<file path="config.mk">
export PLATFORM = sky130hd
export DESIGN_NAME = gcmd_decoder
export DESIGN_NICKNAME = d
export VERILOG_FILES = /design/src/rtl/gcmd_pkg.sv /design/src/rtl/gcmd_framer.sv /design/src/rtl/gcmd_state_regs.sv /design/src/rtl/gcmd_decoder.sv
export SDC_FILE = /design/constraint.sdc
export NUM_CORES = 1
export LEC_CHECK = 0
export BUFFER_PORTS_ARGS = -buffer_cell sky130_fd_sc_hd__buf_2
export CAP_MARGIN = 10
export CORE_MARGIN = 2
export CORE_UTILIZATION = 59
export CTS_BUF_LIST = sky130_fd_sc_hd__clkbuf_4
export CTS_CLUSTER_DIAMETER = 60
export DETAILED_ROUTE_END_ITERATION = 8
export GPL_ROUTABILITY_DRIVEN = 0
export HOLD_SLACK_MARGIN = 0.03
export PLACE_DENSITY = 0.94
export SYNTH_ARGS = -nofsm -noshare
export SYNTH_HDL_FRONTEND = slang
export SYNTH_SLANG_ARGS = --single-unit
</file>
<file path="constraint.sdc">
create_clock -name clk -period 4.5 [get_ports clk]
set_input_delay 0.225 -clock clk [delete_from_list [all_inputs] [get_ports clk]]
set_output_delay 0.225 -clock clk [all_outputs]
set_load 0.03 [all_outputs]
</file>
<file path="src/rtl/gcmd_pkg.sv">
package gcmd_pkg;

    localparam int OPC_W   = 8;
    localparam int OPC_LSB = 24;
    localparam int OFS_W   = 11;
    localparam int ORG_W   = 16;
    localparam int CRD_W   = 10;
    localparam int TW_W    = 5;

    typedef enum logic [OPC_W-1:0] {
        OP_NOP     = 8'h00,
        OP_MODE    = 8'hE1,
        OP_TEXWIN  = 8'hE2,
        OP_CLIP_UL = 8'hE3,
        OP_CLIP_LR = 8'hE4,
        OP_ORIGIN  = 8'hE5,
        OP_MASK    = 8'hE6
    } gcmd_op_e;

    typedef struct packed {
        logic [3:0] page_x;
        logic       page_y;
        logic [1:0] blend;
        logic [1:0] depth;
        logic       dither;
        logic       disp_draw;
        logic       tex_off;
        logic       flip_x;
        logic       flip_y;
    } mode_t;

    typedef struct packed {
        logic [TW_W-1:0] mask_x;
        logic [TW_W-1:0] mask_y;
        logic [TW_W-1:0] ofs_x;
        logic [TW_W-1:0] ofs_y;
    } texwin_t;

    typedef struct packed {
        logic [CRD_W-1:0] x0;
        logic [CRD_W-1:0] y0;
        logic [CRD_W-1:0] x1;
        logic [CRD_W-1:0] y1;
    } clip_t;

    typedef struct packed {
        logic [OFS_W-1:0] x;
        logic [OFS_W-1:0] y;
    } origin_t;

    typedef struct packed {
        logic force_set;
        logic keep;
    } maskctl_t;

    typedef struct packed {
        mode_t    mode;
        texwin_t  twin;
        clip_t    clip;
        origin_t  org;
        maskctl_t msk;
    } draw_state_t;

    // Number of words a command spans; zero marks an unknown opcode.
    function automatic int unsigned cmd_words(input logic [OPC_W-1:0] op);
        case (op)
            OP_NOP, OP_MODE, OP_TEXWIN, OP_CLIP_UL,
            OP_CLIP_LR, OP_ORIGIN, OP_MASK: return 1;
            default:                        return 0;
        endcase
    endfunction

    // A known opcode is still refused when a drawing-mode word asks for depth code 3.
    function automatic logic cmd_legal(input logic [OPC_W-1:0] op,
                                       input logic [1:0]       depth);
        if (cmd_words(op) == 0)
            return 1'b0;
        if ((op == OP_MODE) && (depth == 2'b11))
            return 1'b0;
        return 1'b1;
    endfunction

endpackage

</file>
<file path="src/rtl/gcmd_framer.sv">
module gcmd_framer
    import gcmd_pkg::*;
#(
    parameter int WORD_W = 32,
    parameter int DEPTH  = 16
) (
    input  logic              clk,
    input  logic              rst,
    input  logic              in_valid,
    input  logic [WORD_W-1:0] in_word,
    output logic              exec_o,
    output logic [OPC_W-1:0]  exec_op_o,
    output logic [WORD_W-1:0] exec_word_o,
    output logic              err_o
);

    localparam int CNT_W = $clog2(DEPTH + 1);
    localparam int PTR_W = $clog2(DEPTH);

    typedef struct packed {
        logic [DEPTH-1:0][WORD_W-1:0] words;
        logic [CNT_W-1:0]             remain;
        logic [PTR_W-1:0]             ptr;
        logic                         exec;
        logic [OPC_W-1:0]             op;
        logic                         err;
    } frame_t;

    frame_t fr_d, fr_q;

    logic [OPC_W-1:0] op_in;
    logic [CNT_W-1:0] len_in;
    logic             legal_in;

    assign op_in    = in_word[OPC_LSB +: OPC_W];
    assign len_in   = CNT_W'(cmd_words(op_in));
    assign legal_in = cmd_legal(op_in, in_word[8:7]);

    always_comb begin
        fr_d      = fr_q;
        fr_d.exec = 1'b0;
        if (in_valid) begin
            if (fr_q.remain == '0) begin
                if (!legal_in) begin
                    fr_d.err = 1'b1;
                end else begin
                    fr_d.words    = '0;
                    fr_d.words[0] = in_word;
                    fr_d.ptr      = PTR_W'(1);
                    fr_d.op       = op_in;
                    fr_d.remain   = len_in - CNT_W'(1);
                    fr_d.exec     = (len_in == CNT_W'(1));
                end
            end else begin
                fr_d.words[fr_q.ptr] = in_word;
                fr_d.ptr             = fr_q.ptr + PTR_W'(1);
                fr_d.remain          = fr_q.remain - CNT_W'(1);
                fr_d.exec            = (fr_q.remain == CNT_W'(1));
            end
        end
    end

    always_ff @(posedge clk) begin
        if (rst) fr_q <= '0;
        else     fr_q <= fr_d;
    end

    assign exec_o      = fr_q.exec;
    assign exec_op_o   = fr_q.op;
    assign exec_word_o = fr_q.words[0];
    assign err_o       = fr_q.err;

    AST_ERR_STICKY: assert property (@(posedge clk) disable iff (rst) fr_q.err |=> fr_q.err);
    AST_BAD_OP_DROPPED: assert property (@(posedge clk) disable iff (rst) (in_valid && fr_q.remain == '0 && !legal_in) |=> (!fr_q.exec && fr_q.remain == '0 && fr_q.err));
    AST_EXEC_FROM_WORD: assert property (@(posedge clk) disable iff (rst) fr_q.exec |-> $past(in_valid));
    AST_IDLE_HOLDS: assert property (@(posedge clk) disable iff (rst) !in_valid |=> (!fr_q.exec && $stable(fr_q.remain)));

endmodule

</file>
<file path="src/rtl/gcmd_state_regs.sv">
module gcmd_state_regs
    import gcmd_pkg::*;
#(
    parameter int WORD_W = 32
) (
    input  logic              clk,
    input  logic              rst,
    input  logic              exec_i,
    input  logic [OPC_W-1:0]  op_i,
    input  logic [WORD_W-1:0] word_i,
    output draw_state_t       state_o
);

    draw_state_t st_d, st_q;

    logic unused_hi;
    assign unused_hi = ^word_i[WORD_W-1:22];

    always_comb begin
        st_d = st_q;
        if (exec_i) begin
            case (op_i)
                OP_MODE: begin
                    st_d.mode.page_x    = word_i[3:0];
                    st_d.mode.page_y    = word_i[4];
                    st_d.mode.blend     = word_i[6:5];
                    st_d.mode.depth     = word_i[8:7];
                    st_d.mode.dither    = word_i[9];
                    st_d.mode.disp_draw = word_i[10];
                    st_d.mode.tex_off   = word_i[11];
                    st_d.mode.flip_x    = word_i[12];
                    st_d.mode.flip_y    = word_i[13];
                end
                OP_TEXWIN: begin
                    st_d.twin.mask_x = word_i[4:0];
                    st_d.twin.mask_y = word_i[9:5];
                    st_d.twin.ofs_x  = word_i[14:10];
                    st_d.twin.ofs_y  = word_i[19:15];
                end
                OP_CLIP_UL: begin
                    st_d.clip.x0 = word_i[9:0];
                    st_d.clip.y0 = word_i[19:10];
                end
                OP_CLIP_LR: begin
                    st_d.clip.x1 = word_i[9:0];
                    st_d.clip.y1 = word_i[19:10];
                end
                OP_ORIGIN: begin
                    st_d.org.x = word_i[10:0];
                    st_d.org.y = word_i[21:11];
                end
                OP_MASK: begin
                    st_d.msk.force_set = word_i[0];
                    st_d.msk.keep      = word_i[1];
                end
                default: ;
            endcase
        end
    end

    always_ff @(posedge clk) begin
        if (rst) st_q <= '0;
        else     st_q <= st_d;
    end

    assign state_o = st_q;

    AST_HOLD_NO_EXEC: assert property (@(posedge clk) disable iff (rst) !exec_i |=> $stable(st_q));
    AST_NOP_HOLDS: assert property (@(posedge clk) disable iff (rst) (exec_i && op_i == OP_NOP) |=> $stable(st_q));
    AST_NO_DEPTH3: assert property (@(posedge clk) disable iff (rst) st_q.mode.depth != 2'b11);

endmodule

</file>
<file path="src/rtl/gcmd_decoder.sv">
module gcmd_decoder
    import gcmd_pkg::*;
#(
    parameter int WORD_W = 32,
    parameter int DEPTH  = 16
) (
    input  logic              clk,
    input  logic              rst,
    input  logic              word_valid,
    input  logic [WORD_W-1:0] word_data,
    output logic              word_ready,
    output logic [3:0]        tpage_x,
    output logic              tpage_y,
    output logic [1:0]        blend_mode,
    output logic [1:0]        tex_depth,
    output logic              dither_en,
    output logic              disp_draw_en,
    output logic              tex_off,
    output logic              rect_flip_x,
    output logic              rect_flip_y,
    output logic [4:0]        twin_mask_x,
    output logic [4:0]        twin_mask_y,
    output logic [4:0]        twin_ofs_x,
    output logic [4:0]        twin_ofs_y,
    output logic [9:0]        clip_x0,
    output logic [9:0]        clip_y0,
    output logic [9:0]        clip_x1,
    output logic [9:0]        clip_y1,
    output logic [15:0]       org_x,
    output logic [15:0]       org_y,
    output logic              mask_force,
    output logic              mask_keep,
    output logic              cmd_error
);

    localparam int EXT_W = ORG_W - OFS_W;

    logic              exec;
    logic [OPC_W-1:0]  exec_op;
    logic [WORD_W-1:0] exec_word;
    draw_state_t       st;

    gcmd_framer #(.WORD_W(WORD_W), .DEPTH(DEPTH)) u_framer (
        .clk         (clk),
        .rst         (rst),
        .in_valid    (word_valid),
        .in_word     (word_data),
        .exec_o      (exec),
        .exec_op_o   (exec_op),
        .exec_word_o (exec_word),
        .err_o       (cmd_error)
    );

    gcmd_state_regs #(.WORD_W(WORD_W)) u_state (
        .clk     (clk),
        .rst     (rst),
        .exec_i  (exec),
        .op_i    (exec_op),
        .word_i  (exec_word),
        .state_o (st)
    );

    assign word_ready   = 1'b1;
    assign tpage_x      = st.mode.page_x;
    assign tpage_y      = st.mode.page_y;
    assign blend_mode   = st.mode.blend;
    assign tex_depth    = st.mode.depth;
    assign dither_en    = st.mode.dither;
    assign disp_draw_en = st.mode.disp_draw;
    assign tex_off      = st.mode.tex_off;
    assign rect_flip_x  = st.mode.flip_x;
    assign rect_flip_y  = st.mode.flip_y;
    assign twin_mask_x  = st.twin.mask_x;
    assign twin_mask_y  = st.twin.mask_y;
    assign twin_ofs_x   = st.twin.ofs_x;
    assign twin_ofs_y   = st.twin.ofs_y;
    assign clip_x0      = st.clip.x0;
    assign clip_y0      = st.clip.y0;
    assign clip_x1      = st.clip.x1;
    assign clip_y1      = st.clip.y1;
    assign org_x        = {{EXT_W{st.org.x[OFS_W-1]}}, st.org.x};
    assign org_y        = {{EXT_W{st.org.y[OFS_W-1]}}, st.org.y};
    assign mask_force   = st.msk.force_set;
    assign mask_keep    = st.msk.keep;

    AST_ORG_SIGN: assert property (@(posedge clk) disable iff (rst) (org_x[15] == org_x[10]) && (org_y[15] == org_y[10]));

endmodule

</file>
* Word-level counts from Yosys, hierarchy flattened
Index checks and enable logic that the tools add are counted.
** Storage, ports and cells
- Output and inout port bits :: 110
- Input port bits :: 35
- Flip-flop bits (word level) :: 629
- Logic and storage cells :: 94
** Operators by class
- Magnitude comparators :: 2
- Eq/ne operators :: 16
- Bitwise operators :: 2
- Reduce and logical (&&, ||, !) cells :: 16
- Add/sub/neg operators :: 3
- Multiplexer cells :: 13
** Operator list (count)
- two-way mux 530 bit :: 1
- two-way mux 522 bit :: 1
- bitwise mux 512 bit :: 1
- demux 32 bit (select 4 bit) :: 1
- == test 8 bit, second input constant :: 12
- logical NOT 32 bit :: 1
- two-way mux 32 bit :: 1
- AND reduction 2 bit :: 7
- logical NOT 8 bit :: 1
- two-way mux 1 bit :: 8
- OR reduction 7 bit :: 1
- AND reduction 3 bit :: 2
- == test 5 x 1 -> 1 bit, second input constant :: 1
- logical NOT 5 bit :: 1
- < comparator 4 x 5 -> 1 bit, second input constant :: 1
- subtractor 5 x 1 -> 5 bit, second input constant :: 1
- adder 4 x 1 -> 4 bit, second input constant :: 1
- greater-or-equal comparator 4 x 1 -> 1 bit, second input constant :: 1
- == test 2 bit, second input constant :: 1
- logical AND 1 bit :: 2
- != test 2 x 1 -> 1 bit, second input constant :: 1
- inverter 1 bit :: 2
- OR reduction 2 bit :: 1
- subtractor 1 x 1 -> 2 bit, second input constant :: 1
- == test 1 bit, second input constant :: 1

* Depth between registers and ports, before layout
- Word-level depth :: 10
- Gate-level depth with buffers :: 9
- Depth with buffers taken out :: 7

* By module
From an unflattened synthesis, not the netlist that was laid out.
** Second synthesis, totals
- Cells, all modules :: 661
- Area, all modules :: 6825.3 um^2
** Modules (own cells, without submodules)
- gcmd_state_regs :: cells each 356, instances 1, area each 3930.0 um^2, seq. area each 1961.9 um^2
- gcmd_framer :: cells each 293, instances 1, area each 2808.9 um^2, seq. area each 1021.0 um^2
- gcmd_decoder :: cells each 12, instances 1, area each 86.3 um^2, seq. area each 0.0 um^2

* Least setup slack after synthesis
Ideal clock, no wire load.
- Path type :: register to register
- Start point :: register u_framer.fr_q[14] (netlist bit)
- End point :: register u_framer.fr_q, in the netlist u_framer.exec_word_o[10]
- Clock period less this slack :: 1.960 ns
- Arrival :: 1.888 ns
- Slack :: 2.540 ns
- Path buffers :: 2
- Stages on the path, launching flop included :: 10
- Library setup time :: 0.072 ns
- Required time :: 4.428 ns
- Path through :: dfxtp_1 -> inv_1 -> ha_1 -> or4b_1 -> buf_2 -> nand3_2 -> o21ai_2 -> a32oi_4 -> buf_8 -> mux2i_1
** On the way
- Cells in the longest elaborated chain, start to end :: 3
- Elaborated cells between the ends (all ways) :: 4
- Those cells by class :: 1 x eq/ne; 1 x mux; 2 x reduce/logical
** Ends and longest elaborated chain
- from (decl) :: line gcmd_framer.sv:29 : frame_t fr_d, fr_q;
- from (signal assigned) :: line gcmd_framer.sv:65 : else fr_q <= fr_d;
- logical NOT 5 bit (*) :: line gcmd_framer.sv:43 : if (fr_q.remain == '0) begin
- != test 2 x 1 -> 1 bit (no source line)
- AND reduction 2 bit (no source line)
Mark *: on every way between the ends. The rest lies on a longest branch, timed or not.
A chain may end at the register's enable or synchronous reset.

* Final worst setup path
Ends and elaborated chain as after synthesis.

==> impl_metrics.env <==
export IMPL_postCtsSetupRepairBufs=0
export IMPL_grtUsageTotal=0.291
export IMPL_crit_chain="inv_1 > ha_1 > or4b_1 > nand3_2 > o21ai_2 > a32oi_4 > mux2i_1"
export IMPL_synth_edff_count=0
export IMPL_area_growth_pct=21.2
export IMPL_yosys_area_share_xor_xnor=0.00319
export IMPL_fmax_mhz=362
export IMPL_cts_sinks=139
export IMPL_hold_path_startpoint="word_valid"
export IMPL_cts_tree="built"
export IMPL_antenna_found_initial=0
export IMPL_yosys_area_top_type="dfxtp_1"
export IMPL_fin_nets=812
export IMPL_cp_num_cells=7
export IMPL_crit_arrival_ns=3.19
export IMPL_synthDistinctLibCells=42
export IMPL_slew_violations=0
export IMPL_ys_seq_elements=139
export IMPL_row_count=35
export IMPL_yosys_warnings=0
export IMPL_r2r_start="u_framer.fr_q[14]"
export IMPL_max_cap_violations=0
export IMPL_h_tree_depth=4
export IMPL_synth_simple_gate_area_share=0.227
export IMPL_hold_violations=0
export IMPL_outcome="finished clean"
export IMPL_synth_top_family_by_area="simple AND/OR/NAND/NOR gates"
export IMPL_dr_max_layer_used="met4"
export IMPL_ys_flop_type="dfxtp_1"
export IMPL_syn_area_mm2=0.00549
export IMPL_final_common_cell="nand2_1"
export IMPL_overflow=0
export IMPL_synth_area_per_cell_um2=8.62
export IMPL_drc=0
export IMPL_required_ns=4.92
export IMPL_grt_max_degree=101
export IMPL_synth_fa_ha_area_frac=0.0114
export IMPL_powerDensity_mw_per_mm2=446
export IMPL_design_area_mm2=0.00665
export IMPL_placed_area_mm2=0.00609
export IMPL_synth_compound_area_frac=0.115
export IMPL_mostFrequentLayoutCells="nand2_1 (154), buf_2 (140), dfxtp_1 (139)"
export IMPL_wl_met2_mm=7.39
export IMPL_path_delay_family="compound AO/OA/AOI/OAI gates"
export IMPL_crit_buf_inv=1
export IMPL_path_class="reg2reg"
export IMPL_cts_root_buf="clkbuf_4"
export IMPL_setup_tns_ns=0
export IMPL_tightestPinTransition_ns=1.10
export IMPL_firstDrtPassIters=5
export IMPL_hold_buffers=24
export IMPL_cts_buffers=17
export IMPL_wl_met3_mm=1.05
export IMPL_boundaryPins=145
export IMPL_multiInputGateArea_mm2=0.00241
export IMPL_finalCritPeriodShare=0.615
export IMPL_drt_wl_total_mm=14.7
export IMPL_drtIter0Drc=369
export IMPL_die_height_um=100
export IMPL_wl_per_cell_um=16.4
export IMPL_grt_setup_unrepaired="false"
export IMPL_seq_area_frac_synth=0.507
export IMPL_reg2reg_depth=7
export IMPL_syn_inst=637
export IMPL_synth_area_leaders="dfxtp_1 (51%), nand2_1 (11%), mux2i_1 (8.0%)"
export IMPL_fillerInstances=620
export IMPL_period_minus_slack_ns=2.77
export IMPL_dpl_hpwl_mm=9.47
export IMPL_cts_buffer_depth=2
export IMPL_ctsResizeCount=0
export IMPL_finClkSkew_ns=0.0232
export IMPL_grt_pass1_wl_mm=22.8
export IMPL_ir_worst_vdd_mv=0.397
export IMPL_worst_path_max_delay_cell="a32oi_4"
export IMPL_clk_latency_ns=0.52
export IMPL_ant_nets=0
export IMPL_vias_per_cell=5.63
export IMPL_relSlewSlack=0.263
export IMPL_wl_met1_mm=5.74
export IMPL_grt_pass1_vias=4640
export IMPL_startpoint="u_framer.fr_q[14]"
export IMPL_synth_nets=677
export IMPL_n_antenna_cell=0
export IMPL_port_buffers=141
export IMPL_vias=5041
export IMPL_synthMuxAreaShare=0.0802
export IMPL_min_path_cells=3
export IMPL_hold_ws_ns=0.0976
export IMPL_layout_drive_gt1_share=0.230
export IMPL_slowest_delay_ns=0.85
export IMPL_clk_pin_slew_worst_paths_ns=0.12
export IMPL_dieArea_mm2=0.0101
export IMPL_p_leak_nw=2.85
export IMPL_power_mw=2.97
export IMPL_start_util=0.600
export IMPL_startpoint_type="flip-flop"
export IMPL_core_mm2=0.00915
export IMPL_critPathCaptureType="flip-flop"
export IMPL_die_w_um=100
export IMPL_async_flop_share=0
export IMPL_seqCellArea_mm2=0.00278
export IMPL_yosysTopAreaCellShare=0.507
export IMPL_holdCritPathClass="in2reg"
export IMPL_setup_violations=0
export IMPL_path_max_fanout=22
==> sequential cells by signal (all words and copies together), names as in the netlist <==
name                  count
u_framer.exec_o           1
u_framer.err_o            1
u_state.state_o          98
u_framer.exec_op_o        8
u_framer.fr_q             9
u_framer.exec_word_o     22
==> worst register-to-register path, stage by stage (launching register included) <==
cell,delay [ns]
dfxtp_1,0.37
inv_1,0.10
ha_1,0.21
or4b_1,0.61
nand3_2,0.14
o21ai_2,0.07
a32oi_4,0.85
mux2i_1,0.33
==> power breakdown <==
part | internal [mW] | leakage (nW) | total (mW) | switching (mW)
clock | 0.395 | 0.160 | 0.877 | 0.482
combinational | 0.264 | 1.57 | 0.596 | 0.332
sequential | 1.33 | 1.12 | 1.49 | 0.163
==> metrics by stage <==
stage | setup WS (ns) | utilization | std cells
global placement | 1.91 | 0.665 | 839
detailed placement | 1.76 | 0.665 | 839
global route | 1.56 | 0.727 | 895
CTS | 1.72 | 0.725 | 894
floorplan | 2.54 | - | 637
finish | 1.73 | 0.727 | 895
==> final cells by class <==
class                   count  area share
flip-flops and latches    139       0.418
multi-input cells         437       0.362
repair buffers            169       0.148
clock inverters            14      0.0277
well taps                 111      0.0209
clock buffers              17      0.0192
inverters                   8     0.00452
==> Yosys cell counts (2+ instances only) <==
library cell and instances:
a211oi_1 2, a21oi_1 87, a311oi_1 2, and3_1 3, and3b_1 2, buf_2 4
buf_4 13, buf_8 2, clkbuf_1 34, dfxtp_1 139, ha_1 5, inv_1 8
mux2i_1 44, nand2_1 154, nand2b_1 48, nand3_1 11, nand3b_1 2, nand4_1 2
nand4b_1 2, nor2_1 32, nor3_1 4, o21ai_0 9, o21ai_1 4, or3_1 5
xor2_1 2
==> kinds of logic after synthesis <==
group / count (synthesis)
adder cells (fa/ha/maj): 5
buffers and inverters: 61
flip-flops: 139
XOR/XNOR: 2
multiplexers: 44
AO/OA/AOI/OAI: 113
other: 1
AND/OR/NAND/NOR: 272
==> layer usage <==
| layer | GRT usage | vias up |
|---|---|---|
| li1 | - | 2377 |
| met5 | 0 | - |
| met1 | 0.357 | 2361 |
| met4 | 0.148 | 0 |
| met2 | 0.493 | 257 |
| met3 | 0.0513 | 46 |
==> worst paths after layout <==
| path | endpoint | slack [ns] |
|---|---|---|
| worst min-delay path | u_framer.exec_o | 0.1 |
| worst min register to register | u_framer.exec_op_o[4] | 0.43 |
| worst max-delay path | u_framer.exec_word_o[10] | 1.73 |
| worst max register to register | u_framer.exec_word_o[10] | 1.73 |
Power figures use the tool's default switching activity.
